File: src/rtl/wdt_timer_pkg.sv
package wdt_timer_pkg;
  localparam logic [7:0] OFS_COUNT  = 8'h00;
  localparam logic [7:0] OFS_MATCH0 = 8'h08;
  localparam logic [7:0] OFS_STATUS = 8'h20;
  localparam logic [7:0] OFS_IEN    = 8'h24;
  localparam logic [7:0] OFS_ARM    = 8'h28;
  localparam logic [7:0] OFS_LATCH  = 8'h30;
  localparam logic [7:0] OFS_SNAP   = 8'h34;

  function automatic logic [7:0] match_ofs(input int idx);
    return 8'(int'(OFS_MATCH0) + 4 * idx);
  endfunction
endpackage

File: src/rtl/wdt_tick_counter.sv
module wdt_tick_counter #(
  parameter int CNT_W    = 32,
  parameter int TICK_DIV = 50
) (
  input  logic             clk,
  input  logic             rst_n,
  input  logic             snap_req_i,
  output logic             tick_o,
  output logic [CNT_W-1:0] cnt_o,
  output logic [CNT_W-1:0] snap_o
);
  generate
    if (TICK_DIV == 1) begin : g_nodiv
      assign tick_o = 1'b1;
    end else begin : g_div
      localparam int PW = $clog2(TICK_DIV);
      localparam logic [PW-1:0] LAST = PW'(TICK_DIV - 1);
      logic [PW-1:0] presc_q;
      always_ff @(posedge clk or negedge rst_n) begin
        if (!rst_n)              presc_q <= '0;
        else if (presc_q == LAST) presc_q <= '0;
        else                     presc_q <= presc_q + 1'b1;
      end
      assign tick_o = (presc_q == LAST);
    end
  endgenerate

  always_ff @(posedge clk or negedge rst_n) begin
    if (!rst_n)      cnt_o <= '0;
    else if (tick_o) cnt_o <= cnt_o + 1'b1;
  end

  always_ff @(posedge clk or negedge rst_n) begin
    if (!rst_n)          snap_o <= '0;
    else if (snap_req_i) snap_o <= cnt_o;
  end

  // one step per tick, no movement otherwise
  p_count_step_r2: assert property (@(posedge clk) disable iff (!rst_n)
    tick_o |=> cnt_o == CNT_W'($past(cnt_o) + 1'b1));
  p_count_hold_r2: assert property (@(posedge clk) disable iff (!rst_n)
    !tick_o |=> $stable(cnt_o));
  // snapshot only moves on a trigger
  p_snap_hold_r3: assert property (@(posedge clk) disable iff (!rst_n)
    !snap_req_i |=> $stable(snap_o));
endmodule

File: src/rtl/wdt_compare_bank.sv
module wdt_compare_bank #(
  parameter int CNT_W  = 32,
  parameter int NUM_CH = 6
) (
  input  logic                          clk,
  input  logic                          rst_n,
  input  logic                          tick_i,
  input  logic [CNT_W-1:0]              cnt_i,
  input  logic [CNT_W-1:0]              wdata_i,
  input  logic [NUM_CH-1:0]             match_we_i,
  input  logic [NUM_CH-1:0]             clr_i,
  output logic [NUM_CH-1:0][CNT_W-1:0]  match_o,
  output logic [NUM_CH-1:0]             status_o,
  output logic [NUM_CH-1:0]             hit_o
);
  logic [CNT_W-1:0] cnt_nxt;
  assign cnt_nxt = cnt_i + 1'b1;

  for (genvar n = 0; n < NUM_CH; n++) begin : g_ch
    logic [CNT_W-1:0] match_q;
    logic             stat_q;

    always_ff @(posedge clk or negedge rst_n) begin
      if (!rst_n)            match_q <= '0;
      else if (match_we_i[n]) match_q <= wdata_i;
    end

    assign hit_o[n] = tick_i && (cnt_nxt == match_q);

    // a hit on the same edge as a clear wins
    always_ff @(posedge clk or negedge rst_n) begin
      if (!rst_n)        stat_q <= 1'b0;
      else if (hit_o[n]) stat_q <= 1'b1;
      else if (clr_i[n]) stat_q <= 1'b0;
    end

    assign match_o[n]  = match_q;
    assign status_o[n] = stat_q;

    // a hit always leaves the flag set
    p_set_on_hit_r5: assert property (@(posedge clk) disable iff (!rst_n)
      hit_o[n] |=> status_o[n]);
    // the flag only drops after a clear write
    p_clear_by_write_r6: assert property (@(posedge clk) disable iff (!rst_n)
      $fell(status_o[n]) |-> $past(clr_i[n]));
  end
endmodule

File: src/rtl/wdt_reset_pulse.sv
module wdt_reset_pulse #(
  parameter int RST_LEN = 16
) (
  input  logic clk,
  input  logic rst_n,
  input  logic fire_i,
  output logic pulse_o
);
  localparam int LW = $clog2(RST_LEN + 1);
  logic [LW-1:0] left_q;

  always_ff @(posedge clk or negedge rst_n) begin
    if (!rst_n)              left_q <= '0;
    else if (fire_i)         left_q <= LW'(RST_LEN);
    else if (left_q != '0)   left_q <= left_q - 1'b1;
  end

  assign pulse_o = (left_q != '0);

  // a pulse starts only from a fire request
  p_pulse_cause_r9: assert property (@(posedge clk) disable iff (!rst_n)
    $rose(pulse_o) |-> $past(fire_i));
  generate
    if (RST_LEN >= 2) begin : g_len_chk
      p_pulse_holds_r9: assert property (@(posedge clk) disable iff (!rst_n)
        $rose(pulse_o) |=> pulse_o);
    end
  endgenerate
endmodule

File: src/rtl/match_wdt_timer.sv
module match_wdt_timer
  import wdt_timer_pkg::*;
#(
  parameter int CNT_W    = 32,
  parameter int NUM_CH   = 6,
  parameter int WDT_CH   = 5,
  parameter int TICK_DIV = 50,
  parameter int RST_LEN  = 16
) (
  input  logic        clk,
  input  logic        rst_n,
  input  logic        bus_sel,
  input  logic        bus_wr,
  input  logic [7:0]  bus_addr,
  input  logic [31:0] bus_wdata,
  output logic [31:0] bus_rdata,
  output logic        irq,
  output logic        wdt_rst_req
);
  logic                         wr_en;
  logic                         tick;
  logic [CNT_W-1:0]             cnt;
  logic [CNT_W-1:0]             snap;
  logic [NUM_CH-1:0][CNT_W-1:0] match_w;
  logic [NUM_CH-1:0]            status_w;
  logic [NUM_CH-1:0]            hit_w;
  logic [NUM_CH-1:0]            match_we;
  logic [NUM_CH-1:0]            clr;
  logic [NUM_CH-1:0]            ien_q;
  logic                         arm_q;
  logic                         snap_req;
  logic                         fire;

  assign wr_en    = bus_sel && bus_wr;
  assign snap_req = wr_en && (bus_addr == OFS_LATCH) && bus_wdata[0];
  assign clr      = (wr_en && bus_addr == OFS_STATUS) ? bus_wdata[NUM_CH-1:0] : '0;

  for (genvar n = 0; n < NUM_CH; n++) begin : g_dec
    assign match_we[n] = wr_en && (bus_addr == match_ofs(n));
  end

  always_ff @(posedge clk or negedge rst_n) begin
    if (!rst_n) begin
      ien_q <= '0;
      arm_q <= 1'b0;
    end else if (wr_en) begin
      if (bus_addr == OFS_IEN) ien_q <= bus_wdata[NUM_CH-1:0];
      if (bus_addr == OFS_ARM) arm_q <= bus_wdata[0];
    end
  end

  wdt_tick_counter #(.CNT_W(CNT_W), .TICK_DIV(TICK_DIV)) u_cnt (
    .clk        (clk),
    .rst_n      (rst_n),
    .snap_req_i (snap_req),
    .tick_o     (tick),
    .cnt_o      (cnt),
    .snap_o     (snap)
  );

  wdt_compare_bank #(.CNT_W(CNT_W), .NUM_CH(NUM_CH)) u_cmp (
    .clk        (clk),
    .rst_n      (rst_n),
    .tick_i     (tick),
    .cnt_i      (cnt),
    .wdata_i    (bus_wdata[CNT_W-1:0]),
    .match_we_i (match_we),
    .clr_i      (clr),
    .match_o    (match_w),
    .status_o   (status_w),
    .hit_o      (hit_w)
  );

  assign fire = hit_w[WDT_CH] && arm_q && ien_q[WDT_CH];

  wdt_reset_pulse #(.RST_LEN(RST_LEN)) u_pulse (
    .clk     (clk),
    .rst_n   (rst_n),
    .fire_i  (fire),
    .pulse_o (wdt_rst_req)
  );

  assign irq = |(status_w & ien_q);

  always_comb begin
    bus_rdata = '0;
    case (bus_addr)
      OFS_COUNT:  bus_rdata = 32'(cnt);
      OFS_SNAP:   bus_rdata = 32'(snap);
      OFS_STATUS: bus_rdata = 32'(status_w);
      OFS_IEN:    bus_rdata = 32'(ien_q);
      OFS_ARM:    bus_rdata = 32'(arm_q);
      default:    bus_rdata = '0;
    endcase
    for (int n = 0; n < NUM_CH; n++) begin
      if (bus_addr == match_ofs(n)) bus_rdata = 32'(match_w[n]);
    end
  end

  // a reset pulse only begins when armed and enabled
  p_reset_needs_arm_r10: assert property (@(posedge clk) disable iff (!rst_n)
    $rose(wdt_rst_req) |-> $past(arm_q && ien_q[WDT_CH]));
  // interrupt stays low while every enable is clear
  p_irq_masked_r7: assert property (@(posedge clk) disable iff (!rst_n)
    (ien_q == '0) |-> !irq);
endmodule

File: config.mk
export PLATFORM = sky130hd
export DESIGN_NAME = match_wdt_timer
export DESIGN_NICKNAME = d
export VERILOG_FILES = /design/src/rtl/wdt_timer_pkg.sv /design/src/rtl/wdt_tick_counter.sv /design/src/rtl/wdt_compare_bank.sv /design/src/rtl/wdt_reset_pulse.sv /design/src/rtl/match_wdt_timer.sv
export SDC_FILE = /design/constraint.sdc
export NUM_CORES = 1
export LEC_CHECK = 0
export BUFFER_PORTS_ARGS = -buffer_cell sky130_fd_sc_hd__buf_4
export CORE_AREA = 3 3 173 175
export DETAILED_ROUTE_END_ITERATION = 8
export DIE_AREA = 0 0 176 178
export GPL_ROUTABILITY_DRIVEN = 1
export GPL_TIMING_DRIVEN = 0
export HOLD_SLACK_MARGIN = 0.08
export PLACE_DENSITY = 0.81
export SLEW_MARGIN = 20
export SYNTH_ARGS = -nofsm -noshare
export SYNTH_HDL_FRONTEND = slang
export SYNTH_SLANG_ARGS = --single-unit
File: constraint.sdc
create_clock -name clk -period 7.3 [get_ports clk]
set_clock_uncertainty 0.05 [all_clocks]
set_input_delay 1.095 -clock clk [delete_from_list [all_inputs] [get_ports clk]]
set_output_delay 1.095 -clock clk [all_outputs]
set_load 0.05 [all_outputs]
* Word level (Yosys, flattened, before mapping)
Cells that the tools add are included.
** Operators by class
- Bitwise operators :: 1
- Reductions and logical operators :: 30
- Equality and inequality tests :: 18
- Add/sub/neg operators :: 3
- Mux-type cells :: 23
** Operator list (count)
- equality test 32 bit :: 6
- two-way mux 32 bit :: 6
- case mux 32 bit (5 select lines) :: 1
- equality test 8 x 6 -> 1 bit (second input constant) :: 5
- adder 32 x 1 -> 32 bit (second input constant) :: 1
- equality test 8 x 5 -> 1 bit (second input constant) :: 4
- logical AND 1 bit :: 18
- equality test 8 x 4 -> 1 bit (second input constant) :: 2
- nonzero test 2 bit :: 7
- two-way mux 1 bit :: 12
- two-way mux 6 bit :: 2
- two-way mux 5 bit :: 2
- zero test 8 bit :: 1
- adder 6 x 1 -> 6 bit (second input constant) :: 1
- AND 6 bit :: 1
- equality test 6 bit (second input constant) :: 1
- OR reduction 6 bit :: 1
- nonzero test 5 bit :: 1
- subtractor 5 x 1 -> 5 bit (second input constant) :: 1
- AND reduction 2 bit :: 2
** Word-level totals
- Logic and storage cells :: 93
- Bits in registers :: 280
- Input port bits :: 44
- Output and inout port bits :: 34

* Longest topological paths before layout
- Word-level depth :: 8
- Depth in mapped cells :: 11

* By module
A second synthesis with hierarchy kept.
** Unflattened totals
- Cells, all modules :: 1881
- Area total of the unflattened synthesis :: 18741.7 um^2
** Modules (own cells, without submodules)
- wdt_compare_bank :: cells each 1169, seq. area each 4954.8 um^2, area each 12507.0 um^2, times used 1
- match_wdt_timer :: cells each 459, seq. area each 175.2 um^2, area each 2986.6 um^2, times used 1
- wdt_tick_counter :: cells each 228, seq. area each 1751.7 um^2, area each 2986.6 um^2, times used 1
- wdt_reset_pulse :: cells each 25, seq. area each 125.1 um^2, area each 261.5 um^2, times used 1

* Worst setup path after synthesis
No wires, ideal clock.
- Kind :: input to output
- Start :: input port bus_addr[1]
- End :: output port bus_rdata[14]
- Path buffers :: 3
- Required time :: 6155 ps
- Stages :: 7
- Path slack :: 3051 ps
- Data arrival time :: 3104 ps
- Cell sequence :: or4_1 -> clkbuf_1 -> nor2_1 -> clkbuf_1 -> clkbuf_1 -> a22oi_1 -> nand4_1
** On the way
- Longest elaborated chain between the ends :: 8
- Elaborated cells on any way between the ends :: 18
- Those cells by class :: eq/ne: 10; mux: 7; reduce/logical: 1
** RTL lines
- start: declaration :: line match_wdt_timer.sv:14 : input logic [7:0] bus_addr,
- equality test 8 x 6 -> 1 bit or zero test 8 bit (tied branches) :: line match_wdt_timer.sv:87 : case (bus_addr)
- case mux 32 bit (5 select lines) :: line match_wdt_timer.sv:87
- two-way mux 32 bit (5 in a row) :: line match_wdt_timer.sv:96 : if (bus_addr == match_ofs(n)) bus_rdata = 32'(match_w[n]);
- two-way mux 32 bit * :: line match_wdt_timer.sv:96
- end: declaration :: line match_wdt_timer.sv:16 : output logic [31:0] bus_rdata,
Mark *: on every way between the ends. The rest lies on a longest branch, timed or not.

* Final worst setup path
- Start :: input port bus_addr[1]
- End :: output port bus_rdata[17]
Same word-level chain as after synthesis.

==> impl_metrics.env <==
export IMPL_clock_latency_ps=560
export IMPL_crit_family="buffers and inverters"
export IMPL_worstSetupStartpointType="input port"
export IMPL_grt_ovfl_total=0
export IMPL_hold_viol=0
export IMPL_cts_tree="built"
export IMPL_cts_buffers=29
export IMPL_yosys_top_cells_area="dfrtp_1 (41%), mux2_2 (15%), xnor2_1 (8.3%)"
export IMPL_placed_area_mm2=0.0182
export IMPL_crit_buf_inv=5
export IMPL_yosys_warnings=0
export IMPL_grt_max_degree=102
export IMPL_fin_crit_sh_pct=75.4
export IMPL_core_area_mm2=0.0286
export IMPL_wire_per_inst_um=32.3
export IMPL_portBuffers=76
export IMPL_rr_worst_depth=10
export IMPL_synth_top_flop_cell="dfrtp_1"
export IMPL_synth_top_area_share_pct=41.1
export IMPL_path_cells="buf_4 -> or4_1 -> clkbuf_1 -> nor2_1 -> clkbuf_1 -> clkbuf_1 -> a22oi_1 -> nand4_1 -> buf_4"
export IMPL_initial_utilization_pct=59.6
export IMPL_ys_ff_latch=280
export IMPL_yosysSeqAreaShare_pct=41.1
export IMPL_ios=78
export IMPL_antenna_found_initial=5
export IMPL_crit_path_end="bus_rdata[17]"
export IMPL_place_inst=2099
export IMPL_wl_um=69500
export IMPL_cpPeakStageDelay_ps=740
export IMPL_post_cts_resized=0
export IMPL_num_vias=15215
export IMPL_setup_violations=0
export IMPL_required_ps=6150
export IMPL_max_freq_ghz=0.182
export IMPL_finalCriticalPeriod_ps=5510
export IMPL_setup_ws_ps=1790
export IMPL_die_area_mm2=0.0313
export IMPL_relSlewSlack_pct=20.1
export IMPL_cts_root_buf="clkbuf_16"
export IMPL_holdWs_ps=352
export IMPL_layout_cells_non_filler=2152
export IMPL_hold_path_class="input port to async pin"
export IMPL_gp_congestion=1.09
export IMPL_synth_cell_types=85
export IMPL_cp_common_cell="clkbuf_1"
export IMPL_cts_hold_buf=0
export IMPL_power_density_mw_per_mm2=181
export IMPL_n_fill_cell=2178
export IMPL_area_growth_pct=12.9
export IMPL_drv_cap=0
export IMPL_dp_hpwl_um=52600
export IMPL_cts_sinks=280
export IMPL_chipHeight_um=178
export IMPL_arrival_ps=4360
export IMPL_pre_cts_slack_ps=2040
export IMPL_final_area_mm2=0.0192
export IMPL_status="finished, final reports clean"
export IMPL_rows=62
export IMPL_synth_area_mm2=0.0170
export IMPL_synth_edf_count=0
export IMPL_r2r_start="u_cnt.cnt_o[1]$_DFFE_PN0P_"
export IMPL_diodes=0
export IMPL_antenna_left=0
export IMPL_worstPathMaxFanout=10
export IMPL_final_nets=1795
export IMPL_post_cts_buffers=0
export IMPL_irDropWorstVdd_mv=0.208
export IMPL_clk_path_buf_depth=3
export IMPL_rsz0062_at_grt="false"
export IMPL_synth_most_common_cell="dfrtp_1"
export IMPL_p_leak_nw=8.75
export IMPL_end_kind="output port"
export IMPL_drt_initial_drc_count=2341
export IMPL_avgSynthCellArea_um2=10.4
export IMPL_synthTopCellsByCount="dfrtp_1 (280), mux2_2 (220), xnor2_1 (161)"
export IMPL_cts_max_level=1
export IMPL_finalSetupTns_ps=0
export IMPL_synthCells=1636
export IMPL_r2r_end="u_cmp.g_ch[4].stat_q$_DFFE_PN0P_"
export IMPL_critPathLaunch="bus_addr[1]"
export IMPL_grt_pass1_vias=14646
export IMPL_detail_route_vias_per_cell=7.07
export IMPL_drc=0
export IMPL_finalMaxSlewViolations=0
export IMPL_drive_above_1_share_pct=23.5
export IMPL_cts_clk_slew_worst_paths_ps=70
export IMPL_die_x_um=176
export IMPL_grt_total_usage_pct=44.0
export IMPL_worst_path_stages=9
export IMPL_tightest_slew_ps=1200
export IMPL_crit_type="input port to output port"
export IMPL_yosys_area_top_type="dfrtp_1"
export IMPL_r2r_slack_ps=2560
export IMPL_dr_pass1_iters=6
export IMPL_grt_pass1_wl_um=100000
export IMPL_synth_nets=1685
export IMPL_cp_slowest_cell="clkbuf_1"
export IMPL_ys_async_sr_fraction_pct=100
==> kinds of logic after synthesis <==
logic type / synth area share [%]
AO/OA/AOI/OAI: 12.2
XOR/XNOR: 13.3
adder cells (fa/ha/maj): 0.367
buffers and inverters: 3.31
flip-flops: 41.1
multiplexers: 14.9
AND/OR/NAND/NOR: 14.8
==> worst register-to-register path: cells and delay by family, from the launching register on <==
kind	cells	cell delay (ps)
flops	1	530
compound gates	2	1490
fa+ha+maj	1	400
simple gates	5	1600
xor+xnor	1	290
buf+inv	1	280
==> power by group <==
part	switching (mW)	total, mW	internal (mW)
clock	0.666	1.64	0.975
sequential	0.0424	1.62	1.58
combinational	0.134	0.217	0.0831
total	0.842	3.48	2.64
==> flip-flops by register name (all words and copies together), names as in the netlist <==
| signal | count |
|---|---|
| arm_q | 1 |
| u_cnt.g_div.presc_q | 6 |
| u_pulse.left_q | 5 |
| u_cnt.snap_o | 32 |
| u_cmp.g_ch.match_q | 192 |
| u_cmp.g_ch.stat_q | 6 |
| ien_q | 6 |
| u_cnt.cnt_o | 32 |
==> cell type report <==
type	count	area, um^2	area share, %
timing repair buffer	79	661	3.43
clock inverter	20	277	1.44
clock buffer	33	771	4.00
multi-input combinational	1220	9490	49.3
tap	384	480	2.50
buffer	114	483	2.51
inverter	22	82.6	0.429
sequential	280	7010	36.4
==> through the flow <==
step,power [mW],utilization (%)
6_report,3.48,67.2
5_1_grt,3.55,67.2
4_1_cts,3.47,67.2
3_5_place_dp,1.86,63.6
3_3_place_gp,1.85,63.2
2_1_floorplan,1.73,-
==> cells in the final DEF (no fill, tap or decap), types with 40 or more instances in the layout <==
cell type | netlist | layout
buf_4 | 6 | 81
nand3_1 | 40 | 40
nand4_1 | 63 | 63
mux2_2 | 220 | 220
xnor2_1 | 161 | 161
nor2_1 | 59 | 57
o21ai_0 | 52 | 52
a22oi_1 | 108 | 108
clkbuf_1 | 67 | 68
xor2_1 | 78 | 78
dfrtp_1 | 280 | 280
nand2_1 | 123 | 123
==> how the worst min path moves through the flow <==
stage	start	end	slack [ps]	depth (start not counted)
final	rst_n	u_cmp.g_ch[4].match_q[2]$_DFFE_PN0P_	350	1
after global routing	rst_n	u_cmp.g_ch[0].match_q[2]$_DFFE_PN0P_	370	1
after CTS	rst_n	u_cmp.g_ch[5].match_q[2]$_DFFE_PN0P_	360	1
after detailed placement	u_cnt.snap_o[21]$_DFFE_PN0P_	u_cnt.snap_o[21]$_DFFE_PN0P_	430	2
after global placement	u_cnt.snap_o[4]$_DFFE_PN0P_	u_cnt.snap_o[4]$_DFFE_PN0P_	410	2
after floorplan	u_cnt.snap_o[12]$_DFFE_PN0P_	u_cnt.snap_o[12]$_DFFE_PN0P_	400	2
==> routing by layer <==
layer | up-vias | part of all wire [%] | GRT usage (%)
met5 | - | 0.035 | 0
met1 | 7655 | 40 | 62.4
met3 | 198 | 11 | 9.32
met2 | 1100 | 43 | 64.9
met4 | 4 | 5.6 | 20.2
li1 | 6258 | - | -
Note: power is estimated with default switching activity, not from simulation.
